## src/rtl/wstep_pkg.sv

```systemverilog
package wstep_pkg;
    typedef enum logic [1:0] {
        OP_INC = 2'b00,
        OP_DEC = 2'b01,
        OP_UP6 = 2'b10,
        OP_DN6 = 2'b11
    } step_op_e;

    typedef enum logic {
        ST_IDLE = 1'b0,
        ST_EMIT = 1'b1
    } seq_state_e;
endpackage

```

## src/rtl/wstep_lane.sv

```systemverilog
module wstep_lane
    import wstep_pkg::*;
#(
    parameter int CODE_W = 10
) (
    input  step_op_e          op,
    input  logic              apply,
    input  logic [CODE_W-1:0] cur,
    output logic [CODE_W-1:0] nxt
);
    localparam logic [CODE_W-1:0] FULL = {CODE_W{1'b1}};
    localparam logic [CODE_W-1:0] MID  = {1'b1, {(CODE_W-1){1'b0}}};

    logic [CODE_W-1:0] stepped;

    always_comb begin
        stepped = cur;
        unique case (op)
            OP_INC: stepped = (cur == FULL) ? FULL : cur + 1'b1;
            OP_DEC: stepped = (cur == '0) ? '0 : cur - 1'b1;
            OP_UP6: begin
                if (cur == '0)
                    stepped = {{(CODE_W-1){1'b0}}, 1'b1};
                else if (cur >= MID)
                    stepped = FULL;
                else
                    stepped = {cur[CODE_W-2:0], 1'b0};
            end
            OP_DN6: stepped = {1'b0, cur[CODE_W-1:1]};
        endcase
        nxt = apply ? stepped : cur;
    end
endmodule

```

## src/rtl/wstep_seq.sv

```systemverilog
module wstep_seq
    import wstep_pkg::*;
(
    input  logic clk,
    input  logic rst_n,
    input  logic step_en,
    output logic load,
    output logic res_valid
);
    seq_state_e state_q, state_d;

    always_ff @(posedge clk) begin
        if (!rst_n) state_q <= ST_IDLE;
        else        state_q <= state_d;
    end

    always_comb begin
        state_d = state_q;
        unique case (state_q)
            ST_IDLE: if (step_en) state_d = ST_EMIT;       // T_ACCEPT
            ST_EMIT: state_d = step_en ? ST_EMIT : ST_IDLE; // T_CHAIN / T_RETIRE
        endcase
    end

    always_comb begin
        load      = step_en;
        res_valid = (state_q == ST_EMIT);
    end
endmodule

```

## src/rtl/wstep_top.sv

```systemverilog
module wstep_top
    import wstep_pkg::*;
#(
    parameter int CODE_W = 10,
    parameter int NCH    = 2,
    localparam int SEL_W = (NCH > 1) ? $clog2(NCH) : 1,
    localparam int BUS_W = NCH * CODE_W
) (
    input  logic             clk,
    input  logic             rst_n,
    input  logic             step_en,
    input  logic [1:0]       op,
    input  logic [SEL_W-1:0] chan_sel,
    input  logic             gang,
    input  logic             wp,
    input  logic [BUS_W-1:0] cur_codes,
    output logic [BUS_W-1:0] nxt_codes,
    output logic             res_valid
);
    localparam logic [CODE_W-1:0] FULL = {CODE_W{1'b1}};
    localparam logic [CODE_W-1:0] MID  = {1'b1, {(CODE_W-1){1'b0}}};

    logic             load;
    logic [BUS_W-1:0] lane_out;
    logic [BUS_W-1:0] nxt_q;
    step_op_e         op_e;

    assign op_e = step_op_e'(op);

    wstep_seq u_seq (
        .clk      (clk),
        .rst_n    (rst_n),
        .step_en  (step_en),
        .load     (load),
        .res_valid(res_valid)
    );

    for (genvar ch = 0; ch < NCH; ch++) begin : g_lane
        logic hit;
        assign hit = !wp && (gang || (chan_sel == SEL_W'(ch)));
        wstep_lane #(.CODE_W(CODE_W)) u_lane (
            .op   (op_e),
            .apply(hit),
            .cur  (cur_codes[ch*CODE_W +: CODE_W]),
            .nxt  (lane_out[ch*CODE_W +: CODE_W])
        );
    end

    always_ff @(posedge clk) begin
        if (!rst_n)    nxt_q <= '0;
        else if (load) nxt_q <= lane_out;
    end

    assign nxt_codes = nxt_q;

    logic [CODE_W-1:0] cur0, nxt0;
    assign cur0 = cur_codes[CODE_W-1:0];
    assign nxt0 = nxt_codes[CODE_W-1:0];

    p_strobe_r1: assert property (@(posedge clk) disable iff (!rst_n)
        step_en |=> res_valid);
    p_quiet_r1: assert property (@(posedge clk) disable iff (!rst_n)
        !step_en |=> !res_valid && $stable(nxt_codes));
    p_inc_cap_r2: assert property (@(posedge clk) disable iff (!rst_n)
        step_en && !wp && gang && op == 2'b00 && cur0 == FULL |=> nxt0 == FULL);
    p_dec_floor_r3: assert property (@(posedge clk) disable iff (!rst_n)
        step_en && !wp && gang && op == 2'b01 && cur0 == '0 |=> nxt0 == '0);
    p_up6_top_r4: assert property (@(posedge clk) disable iff (!rst_n)
        step_en && !wp && gang && op == 2'b10 && cur0 >= MID |=> nxt0 == FULL);
    p_dn6_shrink_r5: assert property (@(posedge clk) disable iff (!rst_n)
        step_en && op == 2'b11 |=> nxt0 <= $past(cur0));
    p_unsel_hold_r6: assert property (@(posedge clk) disable iff (!rst_n)
        step_en && !gang && chan_sel != '0 |=> nxt0 == $past(cur0));
    p_wp_hold_r7: assert property (@(posedge clk) disable iff (!rst_n)
        step_en && wp |=> nxt_codes == $past(cur_codes));
endmodule

```

## config.mk

```make
export PLATFORM = sky130hd
export DESIGN_NAME = wstep_top
export DESIGN_NICKNAME = d
export VERILOG_FILES = /design/src/rtl/wstep_pkg.sv /design/src/rtl/wstep_lane.sv /design/src/rtl/wstep_seq.sv /design/src/rtl/wstep_top.sv
export SDC_FILE = /design/constraint.sdc
export NUM_CORES = 1
export LEC_CHECK = 0
export BUFFER_PORTS_ARGS = -buffer_cell sky130_fd_sc_hd__buf_2
export CORE_MARGIN = 3
export CORE_UTILIZATION = 35
export CTS_CLUSTER_DIAMETER = 200
export DETAILED_ROUTE_END_ITERATION = 10
export PLACE_DENSITY = 0.63
export SYNTH_ARGS = -nofsm -noshare
export SYNTH_HDL_FRONTEND = slang
export SYNTH_SLANG_ARGS = --single-unit
```

## constraint.sdc

```tcl
create_clock -name clk -period 2.45 [get_ports clk]
set_input_delay 0 -clock clk [delete_from_list [all_inputs] [get_ports clk]]
set_output_delay 0 -clock clk [all_outputs]
set_load 0.005 [all_outputs]
```

Yosys cells after proc, flatten, opt, wreduce, memory -nomap -nowiden

Index checks and enable logic that the tools add are counted.

Flip-flop bits (word level): 21
Input bits: 28
Word-level logic and storage cells: 35

Add/sub/neg operators: 4
$lt $le $gt $ge: 2
Equality and inequality tests: 5
Mux-type cells: 13
Bitwise logic cells: 1
Reduce and logical (&&, ||, !) cells: 8

Operators with widths:

| operator                                                              | number |
|---|---|
| 10-bit 2-to-1 mux                                                     | 10 |
| 10-bit case mux with 4 select lines                                   | 2 |
| 10-bit by 1-bit adder with 10-bit output, second input constant       | 2 |
| 10-bit equality test, second input constant                           | 2 |
| 10-bit greater-or-equal comparator, second input constant             | 2 |
| 10-bit zero test                                                      | 2 |
| 10-bit by 1-bit subtractor with 10-bit output, second input constant  | 2 |
| 2-bit equality test, second input constant                            | 2 |
| 2-bit by 1-bit equality test with 1-bit output, second input constant | 1 |
| 1-bit logical AND                                                     | 2 |
| 2-bit zero test                                                       | 1 |
| 1-bit logical OR                                                      | 2 |
| 1-bit zero test                                                       | 1 |
| 1-bit 2-to-1 mux                                                      | 1 |
| 1-bit inverter                                                        | 1 |

Longest topological paths before layout

Depth after elaboration: 5
Gate-level depth with buffers: 8

By module

From an unflattened synthesis, not the netlist that was laid out.

Cell total of the unflattened synthesis: 355
Area, all modules: 2484.9 um^2

By module, submodules not included:

| module     | instances | cells an instance | area an instance (um^2) | sequential area each (um^2) |
|---|---|---|---|---|
| wstep_lane | 2         | 142               | 839.6                   | 0.0 |
| wstep_top  | 1         | 68                | 772.0                   | 400.4 |
| wstep_seq  | 1         | 3                 | 33.8                    | 20.0 |

Worst setup path after synthesis

OpenSTA, ideal clock, no wires.

Path type: input-to-reg
Start: input cur_codes[11]
End: register nxt_q[15], in the netlist nxt_codes[15]
Library setup time: 0.117 ns
Data arrival time: 1.600 ns
Slack: 0.733 ns
Cell stages on the path: 8
Buffers on the path: 1
Cell sequence: inv_1 ha_1 or4b_1 buf_2 nor3_4 nor2_1 a221o_1 a22o_1

Cells in the longest elaborated chain, start to end: 5

Ends and longest elaborated chain:

| element                               | line             | source |
|---|---|---|
| start: declaration                    | wstep_top.sv:16  | `input logic [BUS_W-1:0] cur_codes,` |
| 10-bit greater-or-equal comparator    | wstep_lane.sv:24 | `else if (cur >= MID)` |
| 10-bit 2-to-1 mux                     | wstep_lane.sv:24 |  |
| 10-bit 2-to-1 mux                     | wstep_lane.sv:22 | `if (cur == '0)` |
| 10-bit case mux with 4 select lines * | wstep_lane.sv:18 | `unique case (op)` |
| 10-bit 2-to-1 mux *                   | wstep_lane.sv:31 | `nxt = apply ? stepped : cur;` |
| end signal: assignment                | wstep_top.sv:51  | `else if (load) nxt_q <= lane_out;` |
| end: declaration                      | wstep_top.sv:25  | `logic [BUS_W-1:0] nxt_q;` |

Every way passes the cells marked *; elsewhere a longest branch is shown, timed or not.
A chain may end at the register's enable or synchronous reset.

Worst setup path in the final report

Ends and elaborated chain as after synthesis.

==> out/qor.yml <==
placed_design:
  hpwlAfterDp_microns: 5670
  dp.cells: 454
  globalplace.congestion: 0.949
  port_buffers: 48
  dpl_worst_slack_ps: 361
pwr:
  p_sw_uw: 391
  p_seq_frac: 0.380
  clkPwrFrac: 0.257
  leakagePower_nw: 1.05
  swShare: 0.387
  comb_power_share: 0.362
  ir_drop_v: 0.000157
  p_per_area_nw_per_um2: 375
  cell_internal_pwr_uw: 619
synth:
  synth_cell_type_count: 65
  synth.area.top_cells: "dfxtp_1, o21ai_0, nand2_1"
  synth.ff_latch_count: 21
  netlist.area_leader.share: 0.173
  synthXorXnorAreaFrac: 0.0324
  synthesis.area_sq_um: 2430
  synthAdderAreaFrac: 0.0206
  yosysWarnings: 0
  synth_edf_count: 0
  avgSynthCellArea_sq_um: 6.69
  synth_compound_area_frac: 0.366
  async_flop_share: 0
  syn-num-nets: 396
  muxShareOfSynthArea: 0.0288
  synth_top_family_by_area: "compound AO/OA/AOI/OAI gates"
  ys_seq_area_frac: 0.173
  synth-main-ff-cell: "dfxtp_1"
  synthSimpleGateAreaFrac: 0.299
  postSynthCellCount: 364
  yosysTopAreaCell: "dfxtp_1"
layout:
  insertedDiodeCount: 0
  drive_gt1_frac: 0.168
  final_nets: 414
  layout_commonest_cell: "buf_2"
  syn2layout_area_growth_pct: 10.7
  fin_cells: 458
  layout_common_cells: "buf_2, nand2_1, o21ai_0"
outcome:
  status: "finished, final reports clean"
timing:
  fmax_mhz: 546
  finalSetupTns_ps: 0
  worstMarginPinSlew_ps: 748
  skew_ps: 0
  slew_headroom: 0.499
  report.final.slew_viol_count: 0
  setup_violations: 0
  worst_slack_ps: 620
  min_period_ps: 1830
  hold_violations: 0
  finalCritPeriodShare: 0.747
  rsz0062_at_grt: "false"
critical_path:
  end_kind: "register"
  crit_chain: "buf_2, inv_1, ha_1, or4b_1, nor3_4, nor2_1, a221o_1, a22o_1"
  cp.arrival_ps: 2000
  required_ps: 2620
  crit_fanout: 8
  crit_slowest_cell: "or4b_1"
  path_class: "input pin to register"
  startpoint_type: "input pin"
  max_stage_delay_ps: 640
flow_run:
  maxCapViolations: 0
clocking:
  post_cts_buffers: 0
  cts_resized: 0
  clk_pin_slew_worst_paths_ps: 100
  cts_tree: "yes"
  hold_buffers: 0
  cts_htree_levels: 1
  cts_sinks: 21
  clockBufferDepth: 2
  clk_latency_ps: 270
  cts.root.buffer_cell: "clkbuf_8"
  cts_buffers: 3
route:
  drt_wl_total_microns: 8370
  ant_nets: 0
  dr.pass1.iters: 5
  drc: 0
  wl_per_cell_microns: 18.3
  first_iter_violations: 447
  vias: 2946
  vias_per_cell: 6.43
floorplanning:
  die_h_microns: 89.4
  rows: 29
  dieWidth_microns: 89.4
  core_region_area_sq_um: 6530
  start_util: 0.373
  die_area_sq_um: 7990
  ios: 49
global_route:
  grt_max_degree: 28
  overflow: 0
  grt_pass1_wl_microns: 13200
  grt_pass1_vias: 2582
  grt_antenna_before_repair: 0
  grt_usage: 0.207
min_path:
  hp-class: "input pin to register"
[final timing paths]
check / startpoint / endpoint / slack [ps] / depth (start not counted)
worst max-delay path: cur_codes[11] / nxt_codes[15] / 620 / 8
worst min-delay path: cur_codes[10] / nxt_codes[10] / 120 / 3
worst max register to register: nxt_codes[10] / nxt_codes[10] / 1350 / 5
worst min register to register: nxt_codes[7] / nxt_codes[7] / 450 / 2
[cell families after synthesis]
| logic type | count (synthesis) |
|---|---|
| adders and majority gates | 4 |
| AOI/OAI and AO/OA | 134 |
| and+or+nand+nor | 138 |
| muxes | 7 |
| DFF | 21 |
| xor gates and xnor gates | 9 |
| buffers and inverters | 51 |
[worst max-delay path: cells and delay by family]
family | cells | cell delay, ps
buf+inv | 2 | 250
simple gates | 3 | 1010
fa+ha+maj | 1 | 200
compound gates | 2 | 540
[cell usage after synthesis (5+ instances only)]
master / count
nor4_1: 6
a211oi_1: 8
nor2_1: 31
a21oi_1: 23
nand2_1: 35
and3_1: 5
o21ai_0: 32
xnor2_1: 5
inv_1: 11
mux2i_1: 7
or4_1: 7
dfxtp_1: 21
o211ai_1: 6
o21ai_1: 6
a221oi_1: 5
nand3_1: 12
nor3_1: 9
nand4_1: 5
a31oi_1: 11
clkbuf_1: 34
[per-stage QoR]
stage / power, mW / hold slack [ps] / util / area (sq um)
finish: 1.01 / 116 / 0.413 / 2700
global route: 1.07 / 139 / 0.413 / 2700
CTS: 1.00 / 107 / 0.413 / 2700
detailed placement: 0.750 / 378 / 0.406 / 2650
global placement: 0.745 / 379 / 0.406 / 2650
floorplan: 0.627 / 206 / - / 2430
[final cells by class]
cell class	instances	area, sq um
well taps	77	96.3
repair buffers	52	270
flip-flops and latches	21	420
fillers	717	3840
multi-input cells	292	1820
inverters	12	45.0
clock buffers	4	45.0
[routing by layer]
layer	vias to the layer above	global-route usage	wire length [microns]
li1	1402	-	-
met1	1368	0.315	3990
met2	156	0.295	3540
met3	20	0.0286	659
met4	0	0.0690	172
met5	-	0	0
[sequential cells by signal, summed over array words and instances (netlist names)]
signal	count
u_seq.res_valid	1
nxt_codes	20
[power by group through the flow]
stage                     combinational [mW]  sequential [mW]  clock, mW
final                                  0.366            0.384      0.260
after global routing                   0.403            0.388      0.275
after CTS                              0.359            0.384      0.260
after detailed placement               0.357            0.392          0
after global placement                 0.353            0.391          0
after floorplan                        0.233            0.394          0
Power figures use the tool's default switching activity.
